===== src/rtl/ccop_pkg.sv =====
package ccop_pkg;
    localparam int WORD_W   = 16;
    localparam int CC_W     = 4;
    localparam int SENSE_B  = CC_W;
    localparam int PREFIX_W = WORD_W - CC_W - 1;

    localparam logic [PREFIX_W-1:0] GROUP_CODE = 11'b00000000101;

    typedef logic [CC_W-1:0] cc_t;

    typedef struct packed {
        logic hit;
        logic sense;
        cc_t  mask;
    } cc_op_t;

    typedef struct packed {
        cc_t flags;
    } cc_state_t;
endpackage


===== src/rtl/ccop_decode.sv =====
module ccop_decode
    import ccop_pkg::*;
(
    input  logic [WORD_W-1:0] instr_i,
    output cc_op_t            op_o
);
    always_comb begin
        op_o.hit   = (instr_i[WORD_W-1 -: PREFIX_W] == GROUP_CODE);
        op_o.sense = instr_i[SENSE_B];
        op_o.mask  = instr_i[CC_W-1:0];
    end
endmodule


===== src/rtl/ccop_apply.sv =====
module ccop_apply
    import ccop_pkg::*;
(
    input  cc_t    cur_i,
    input  cc_op_t op_i,
    input  logic   en_i,
    output cc_t    nxt_o
);
    for (genvar b = 0; b < CC_W; b++) begin : g_bit
        assign nxt_o[b] = (en_i && op_i.mask[b]) ? op_i.sense : cur_i[b];
    end
endmodule


===== src/rtl/ccop_unit.sv =====
module ccop_unit
    import ccop_pkg::*;
(
    input  logic              clk,
    input  logic              rst,
    input  logic [WORD_W-1:0] instr_i,
    input  logic              exec_i,
    output logic              match_o,
    output logic [CC_W-1:0]   flags_o
);
    cc_op_t    op;
    cc_t       applied;
    logic      upd_en;
    cc_state_t st_d, st_q;

    ccop_decode i_decode (
        .instr_i (instr_i),
        .op_o    (op)
    );

    assign upd_en = exec_i && op.hit;

    ccop_apply i_apply (
        .cur_i (st_q.flags),
        .op_i  (op),
        .en_i  (upd_en),
        .nxt_o (applied)
    );

    always_comb begin
        st_d = st_q;
        if (rst) begin
            st_d.flags = '0;
        end else begin
            st_d.flags = applied;
        end
    end

    always_ff @(posedge clk) begin
        st_q <= st_d;
    end

    assign match_o = op.hit;
    assign flags_o = st_q.flags;


    set_masked_chk: assert property (@(posedge clk) disable iff (rst)
        (exec_i && match_o && instr_i[SENSE_B])
        |=> ((flags_o & $past(instr_i[CC_W-1:0])) == $past(instr_i[CC_W-1:0])));


    clr_masked_chk: assert property (@(posedge clk) disable iff (rst)
        (exec_i && match_o && !instr_i[SENSE_B])
        |=> ((flags_o & $past(instr_i[CC_W-1:0])) == '0));


    keep_unmasked_chk: assert property (@(posedge clk) disable iff (rst)
        (exec_i && match_o)
        |=> ((flags_o & ~$past(instr_i[CC_W-1:0])) ==
             ($past(flags_o) & ~$past(instr_i[CC_W-1:0]))));


    hold_chk: assert property (@(posedge clk) disable iff (rst)
        (!(exec_i && match_o)) |=> $stable(flags_o));


    reset_clear_chk: assert property (@(posedge clk)
        rst |=> (flags_o == '0));
endmodule


===== config.mk =====
export PLATFORM = sky130hd
export DESIGN_NAME = ccop_unit
export DESIGN_NICKNAME = d
export VERILOG_FILES = /design/src/rtl/ccop_pkg.sv /design/src/rtl/ccop_decode.sv /design/src/rtl/ccop_apply.sv /design/src/rtl/ccop_unit.sv
export SDC_FILE = /design/constraint.sdc
export NUM_CORES = 1
export LEC_CHECK = 0
export ABC_AREA = 1
export BUFFER_PORTS_ARGS = -buffer_cell sky130_fd_sc_hd__buf_2
export CAP_MARGIN = 20
export CORE_AREA = 2 2 39 41
export DETAILED_ROUTE_END_ITERATION = 10
export DIE_AREA = 0 0 41 43
export PLACE_DENSITY_LB_ADDON = 0.08
export SLEW_MARGIN = 20
export SYNTH_ARGS = -nofsm -noshare
export SYNTH_HDL_FRONTEND = slang
export SYNTH_SLANG_ARGS = --single-unit

===== constraint.sdc =====
create_clock -name clk -period 2.7 [get_ports clk]
set_clock_uncertainty 0.2 [all_clocks]
set_input_delay 0.27 -clock clk [delete_from_list [all_inputs] [get_ports clk]]
set_output_delay 0.27 -clock clk [all_outputs]
set_load 0.02 [all_outputs]

==> results.md, run 1 <==
- Most numerous cell on the critical path: buf_2
- Clk_lat worst skew: 0.23 ns
- Area of placed instances: 443 µm²
- Antenna-violating nets left: 0
- Reg2reg setup slack: 1.90 ns
- Antenna violations before repair: 0
- Netlist area before placement: 313 µm²
- Synth top area cells: dfxtp_1, nor2_1, nand4_1, nand2_1, inv_1
- Outcome: completed
- FMAX: 732 MHz
- Post-Syn Nets: 75
- Post-synthesis sequential area ratio: 25.6%
- Hold Startpoint: instr_i[4]
- CTS sink cnt: 4
- Fill cell count: 174
- Reg clk slew, reported paths: 0.04 ns
- Final cycle utilization of the critical path: 50.6%
- Crit path max-delay cell type: buf_2
- Data arrival time of the critical path: 0.90 ns
- Gr ovfl total: 0
- Inserted Diodes: 0
- Critical setup path kind: primary input to output port
- IO Pins: 24
- Placeable Area: 0.00138 mm²
- Mapped Avg Cell Area: 5.59 µm²
- Post-synth top area share: 25.6%
- CTS tree: built
- Normalized max-slew margin: 88.5%
- Post-synthesis register bit count: 4
- Reg area: 80.1 µm²
- HPWL Detailed: 715 µm
- Root buffer cell: clkbuf_4
- Hold crit path type: primary input to register
- Distinct cells, synth: 11
- Gp weighted congestion: 0.683
- Port Buf Inserts: 23
- CTS Buf Count: 3
- Final instance area: 465 µm²
- Worst-margin pin slew: 0.172 ns
- Die area: 0.00176 mm²
- Worst Setup End Kind: output port
- CTS H-tree depth: 1
- Critical Path, Cell by Cell: buf_2 -> nor2_1 -> nand2_1 -> nor3_1 -> buf_2
- PnR worst setup slack: 1.33 ns
- TritonRoute pass-1 iters: 4
- Area Overhead vs Synth: 48.8%
- Leakage: 0.268 nW
- Clock Path Buffers: 2
- Final #Nets: 102
- Max incr delay on CP: 0.19 ns
- Hold depth: 3
- Worst EP required: 2.23 ns
- Initial Utilization: 22.6%
- Reg2Reg Capture Point: flags_o[3]
- Slew Viols, Final: 0
- 1st-iter DRT viols: 2
- Via density: 4.12
- Ys Warns: 0
- Die Span Y: 43 µm
- RSZ-0062 raised after global routing: no
- GRT Total Usage: 12.1%
- Row cnt: 14
- Final Hold Viols: 0
- WHS Endpoint: flags_o[2]
- Crit-path max FO: 2
- Final setup viols: 0
- PwrDens: 338 mW/mm²
- Routed wire length: 815 µm
- Post-route DRC violation count: 0
- Setup TNS: 0 ns
- First-pass GRT wire length: 1.39 mm
- Register-to-Register Path Depth: 4
- Place WS: 1.33 ns
- Worst r2r src: flags_o[3]
- CTS-repair resized insts: 0
- Design Power: 157 µW
- Number of global-route vias before repair: 384
- Multi-input logic area: 185 µm²
- Largest area contributor in the netlist: dfxtp_1
- Tmin final: 1.37 ns
- CP startpoint kind: primary input
- Wire per inst: 8.40 µm
- Total number of vias: 400
- Hold-fix buffers, CTS: 0
- VDD IR max: 0.188 mV
- Post-CTS setup buffer count: 0
- Post-Syn Instances: 56
- Count of max-cap constraint violations: 0
- Most frequent cells in the layout: buf_2, nor2_1, nand2_1
- Layout cell share with drive strength beyond 1: 43.2%
- Width of the die: 41 µm
- Largest register FFs: 4
- Largest net degree at the start of global routing: 9
- Most common cell after layout, fill and taps aside: buf_2
## per-stage QoR
| step | util (%) | hold WS, ns | cells |
|---|---|---|---|
| finish | 33.6 | 0.126 | 97 |
| global route | 33.6 | 0.153 | 97 |
| CTS | 33.6 | 0.123 | 97 |
| detailed placement | 32.0 | 0.308 | 94 |
| global placement | 32.0 | 0.303 | 94 |
| floorplan | - | 0.205 | 56 |
## power by group
group	internal, mW	switching [mW]	total, mW
sequential	0.0595	0.00000653	0.0595
combinational	0.0124	0.0140	0.0264
clock	0.0495	0.0217	0.0713
total	0.121	0.0358	0.157
## worst max path at each step
stage                      from       to  slack, ns  depth (start not counted)
floorplan           instr_i[15]  match_o       1.30                          3
global placement    instr_i[15]  match_o       1.34                          5
detailed placement  instr_i[15]  match_o       1.33                          5
CTS                 instr_i[15]  match_o       1.32                          5
global route        instr_i[15]  match_o       1.23                          5
finish              instr_i[15]  match_o       1.33                          5
## routing by layer
metal  track usage, %  routed length (µm)
met5                0                   0
met4             10.0                   0
met3             3.14                  48
met2             19.4                 442
met1             11.9                 323
## cells in the mapped netlist
cell	n
dfxtp_1	4
clkinv_2	1
nor2_1	14
nand3_2	1
inv_2	4
inv_1	6
nor3_1	1
nand2_1	13
nand4_1	8
buf_2	1
nor2_2	3
## area by class of cell
cell class | instances | area share, %
Tap cell | 16 | 4.30
Inverter | 11 | 9.14
Sequential cell | 4 | 17.2
Clock buffer | 3 | 4.84
Timing Repair Buffer | 23 | 24.7
Multi-Input combinational cell | 40 | 39.8
## critical path: cells and delay by family
kind | cells | cell delay (ns)
buffers and inverters | 2 | 0.29
and+or+nand+nor | 3 | 0.34
## cells by family after synthesis
logic type	after synthesis	share of synthesized area, %
AND/OR/NAND/NOR	40	59.2
flip-flops	4	25.6
buffers and inverters	12	15.2
No activity file was read; power rests on OpenSTA's default activity.
==> run 2: changes to the inputs <==
- ABC_AREA: 1 -> 0
- clock period: 2.7 -> 1.3 ns (I/O delays scaled with it)
==> results.md, run 2 <==
- Area of placed instances: 410 µm²
- Placed insts: 66
- Max incr delay on CP: 0.30 ns
- Post-route DRC violation count: 0
- Largest register FFs: 4
- Outcome: completed
- Clock Path Buffers: 2
- Die area: 0.00176 mm²
- Most frequent cells in the layout: buf_2, nand2b_1
- Post-synthesis register bit count: 4
- CTS tree: built
- CTS H-tree depth: 1
- Layout cell share with drive strength beyond 1: 54.5%
- Gr ovfl total: 0
- Placeable Area: 0.00138 mm²
- CTS-repair resized insts: 0
- Die Span Y: 43 µm
- 1st-iter DRT viols: 2
- CTS Buf Count: 3
- FMAX: 844 MHz
- Critical path origin: instr_i[14]
- Ys Warns: 0
- Synth Area in Compound Gates: 0%
- Register-to-Register Path Depth: 2
- EDFF count, synth: 0
- Clk_lat worst skew: 0.24 ns
- Adder-cell area share of the yosys netlist: 0%
- Dominant combinational cell family by area after synthesis: simple AND/OR/NAND/NOR gates
- Leakage: 0.237 nW
- Number of global-route vias before repair: 288
- First-pass GRT wire length: 1.12 mm
- Total number of vias: 321
- Critical setup path kind: primary input to output port
- Antenna violations before repair: 0
- Setup TNS: 0 ns
- Root buffer cell: clkbuf_4
- Critical Path, Cell by Cell: buf_2 -> nor4_4 -> nand2_1 -> nor2_1 -> buf_2
- Data arrival time of the critical path: 0.85 ns
- RSZ-0062 raised after global routing: no
- Worst Setup End Kind: output port
- Final instance area: 448 µm²
- TritonRoute pass-1 iters: 2
- Netlist area before placement: 275 µm²
- Via density: 4.52
- CP startpoint kind: primary input
- VDD IR max: 0.379 mV
- Final Hold Viols: 0
- Most frequent cell after synthesis: nand2b_1
- Initial Utilization: 19.9%
- Worst-margin pin slew: 0.319 ns
- Post-synthesis sequential area ratio: 29.1%
- FFs w/ async S/R, synth: 0%
- Count of max-cap constraint violations: 0
- Crit-path max FO: 3
- GRT Total Usage: 10.2%
- Antenna-violating nets left: 0
- Slew Viols, Final: 0
- Final #Nets: 76
- Inserted Diodes: 0
- Worst EP required: 0.97 ns
- Post-synthesis simple-gate area fraction: 56.4%
- Hold-fix buffers, CTS: 0
- Post-Syn Nets: 46
- Final setup viols: 0
- Most common cell after layout, fill and taps aside: buf_2
- Post-Syn Instances: 27
- Synth top area cells: dfxtp_1, and4b_1, mux2i_1, nand2b_1, nand4_1
- Mapped Avg Cell Area: 10.2 µm²
- Width of the die: 41 µm
- Gp weighted congestion: 0.529
- Distinct cells, synth: 11
- Port Buf Inserts: 23
- Hold crit path type: primary input to register
- PwrDens: 751 mW/mm²
- Wire per inst: 10.8 µm
- Post-route insts no fill: 71
- Tmin final: 1.18 ns
- Reg2Reg Capture Point: flags_o[3]
- Post-synth top area share: 29.1%
- Mux cell area share after synthesis: 14.5%
- Worst r2r src: flags_o[3]
- Largest area contributor in the netlist: dfxtp_1
- Critical Path Sink: match_o
- Crit path max-delay cell type: nor4_4
- Routed wire length: 766 µm
- CTS sink cnt: 4
- Most numerous cell on the critical path: buf_2
- Main synth FF type: dfxtp_1
- Post-Synth XOR/XNOR Area: 0%
- Normalized max-slew margin: 78.7%
- Largest net degree at the start of global routing: 6
- IO Pins: 24
- Reg clk slew, reported paths: 0.04 ns
- Row cnt: 14
- Area Overhead vs Synth: 62.7%
- Final cycle utilization of the critical path: 91.1%
- Most common library cells after synthesis: nand2b_1, and4b_1, dfxtp_1, mux2i_1, nand4_1
- Reg2reg setup slack: 0.52 ns
-- run 2: cell families (layout without fill, tap and decap cells) --
logic type	Yosys count	count (layout)
flip-flops	4	4
buffers and inverters	0	28
multiplexers	4	4
AND/OR/NAND/NOR	19	19
-- run 2: where the power goes --
| part | internal [mW] | total [mW] | switching (mW) |
|---|---|---|---|
| clock network | 0.103 | 0.157 | 0.0532 |
| logic | 0.0313 | 0.0563 | 0.0249 |
| registers | 0.123 | 0.123 | 0.00000553 |
-- run 2: metrics by stage --
stage	worst slack, ns	total power, mW	hold WS, ns	utilization (%)
final	0.115	0.336	0.00601	32.4
after CTS	0.0258	0.345	0.00390	31.3
after global routing	0.0212	0.358	0.0242	32.4
after floorplan	0.143	0.142	0.114	-
after global placement	0.0437	0.177	0.253	29.7
after detailed placement	0.0198	0.180	0.258	29.7
-- run 2: critical path, delay by kind of cell --
kind	cells	cell delay, ns
buf+inv	2	0.27
simple gates	3	0.46
-- run 2: layout make-up --
cell class	count	area [µm²]
fillers	150	936
multi-input cells	23	195
repair buffers	25	130
flip-flops and latches	4	80.1
clock buffers	3	22.5
well taps	16	20.0
-- run 2: worst min-delay path by stage --
stage / startpoint / to / cells past startpoint
CTS: rst / flags_o[1] / 3
detailed placement: rst / flags_o[1] / 3
global placement: rst / flags_o[2] / 3
floorplan: rst / flags_o[0] / 2
global route: rst / flags_o[1] / 3
finish: rst / flags_o[2] / 3
-- run 2: routing by layer --
metal / share of wire (%) / GRT usage, % / vias to the layer above
li1: - / - / 162
met1: 38 / 9.27 / 140
met2: 49 / 16.3 / 16
met3: 9.0 / 1.57 / 3
met4: 3.9 / 12.0 / 0
met5: 0 / 0 / -
-- run 2: repair_timing --
item / in CTS / in global routing
setup endpoints to repair: 0 / 1
endpoints found under the hold margin: 0 / 0
buffers inserted: 0 / 2
==> run 3: changes to the inputs <==
- ABC_AREA: 0 -> 1
==> results.md, run 3 (synthesis gave the netlist of run 1 again) <==
- CP startpoint kind: primary input
- First-pass GRT wire length: 1.37 mm
- Register-to-Register Path Depth: 4
- Die Span Y: 43 µm
- Row cnt: 14
- Final #Nets: 104
- Antenna violations before repair: 0
- CTS-repair resized insts: 0
- Slew Viols, Final: 0
- Worst-margin pin slew: 0.176 ns
- CTS Buf Count: 3
- Via density: 4.13
- Total number of vias: 409
- Post-CTS setup buffer count: 0
- Reg clk slew, reported paths: 0.04 ns
- Placed insts: 94
- Outcome: completed
- GRT Max-Usage Layer: met2
- Inserted Diodes: 0
- Post-route insts no fill: 99
- Gr ovfl total: 0
- Worst EP required: 0.97 ns
- PwrDens: 690 mW/mm²
- RSZ-0062 raised after global routing: no
- Post-route DRC violation count: 0
- Setup TNS: 0 ns
- Gp weighted congestion: 0.704
- Clock Path Buffers: 2
- GR Util met3: 1.57%
- Final setup viols: 0
- Number of global-route vias before repair: 358
- GRT Total Usage: 12.1%
- Design Power: 335 µW
- Hold depth: 4
- FMAX: 906 MHz
- VDD IR max: 0.362 mV
- 1st-iter DRT viols: 0
- Width of the die: 41 µm
- Layout cell share with drive strength beyond 1: 42.2%
- Count of max-cap constraint violations: 0
- Routed wire length: 829 µm
- Reg2reg setup slack: 0.50 ns
- Initial Utilization: 22.6%
- HPWL Detailed: 694 µm
- Leakage: 0.277 nW
- Die area: 0.00176 mm²
- Most common cell after layout, fill and taps aside: buf_2
- CTS H-tree depth: 1
- Placeable Area: 0.00138 mm²
- Hold crit path type: primary input to register
- Final Hold Viols: 0
- Tmin final: 1.10 ns
- Global routing usage on met2: 19.7%
- Port Buf Inserts: 23
- Met1 usage: 12.6%
- Most frequent cells in the layout: buf_2, nor2_1, nand2_1
- CTS sink cnt: 4
- CTS tree: built
- Area Overhead vs Synth: 55.2%
- Final cycle utilization of the critical path: 84.9%
- Root buffer cell: clkbuf_4
- Clk_lat worst skew: 0.23 ns
- Largest register FFs: 4
- Largest net degree at the start of global routing: 9
- Data arrival time of the critical path: 0.77 ns
- IO Pins: 24
- Worst Setup End Kind: output port
- TritonRoute pass-1 iters: 1
- Critical setup path kind: primary input to output port
- Antenna-violating nets left: 0
- Wire per inst: 8.37 µm
- Crit-path max FO: 2
- Normalized max-slew margin: 88.2%
## run 3: critical path, stage by stage
cell	delay [ns]
buf_2	0.10
nor2_1	0.09
nand2_1	0.08
nor3_1	0.18
buf_2	0.19
## run 3: cell type report
type                       count  area, µm²
inverter                      11       42.5
tap                           16       20.0
multi-input combinational     40        185
clock buffer                   3       22.5
fill                         168        898
sequential                     4       80.1
timing repair buffer          25        135
## run 3: metrics by stage
stage	hold slack (ns)	util (%)	instance area, µm²	setup slack, ns
finish	0.0460	35.1	485	0.196
global route	0.0628	35.1	485	0.0587
CTS	0.0433	35.1	485	0.185
detailed placement	0.207	32.0	443	0.128
global placement	0.213	32.0	443	0.103
floorplan	0.0647	-	313	0.183
## run 3: path summary, 6_finish.rpt
kind                              endpoint         from
worst max-delay path               match_o  instr_i[15]
worst min-delay path            flags_o[0]   instr_i[0]
worst max register to register  flags_o[3]   flags_o[3]
worst min register to register  flags_o[2]   flags_o[2]
## run 3: repair_timing
action	in CTS	in global routing
hold buffers	2	0
setup endpoints to repair	0	0
endpoints found under the hold margin	4	0
## run 3: layer usage
metal  wire length (µm)  share of wire (%)
met1                336                 41
met2                418                 50
met3                 58                7.0
met4                 15                1.8
met5                  0                  0
## run 3: report_power, final
| group | internal, mW | total [mW] | switching [mW] |
|---|---|---|---|
| combinational | 0.0296 | 0.0594 | 0.0298 |
| clock | 0.103 | 0.152 | 0.0489 |
| sequential | 0.123 | 0.123 | 0.0000146 |
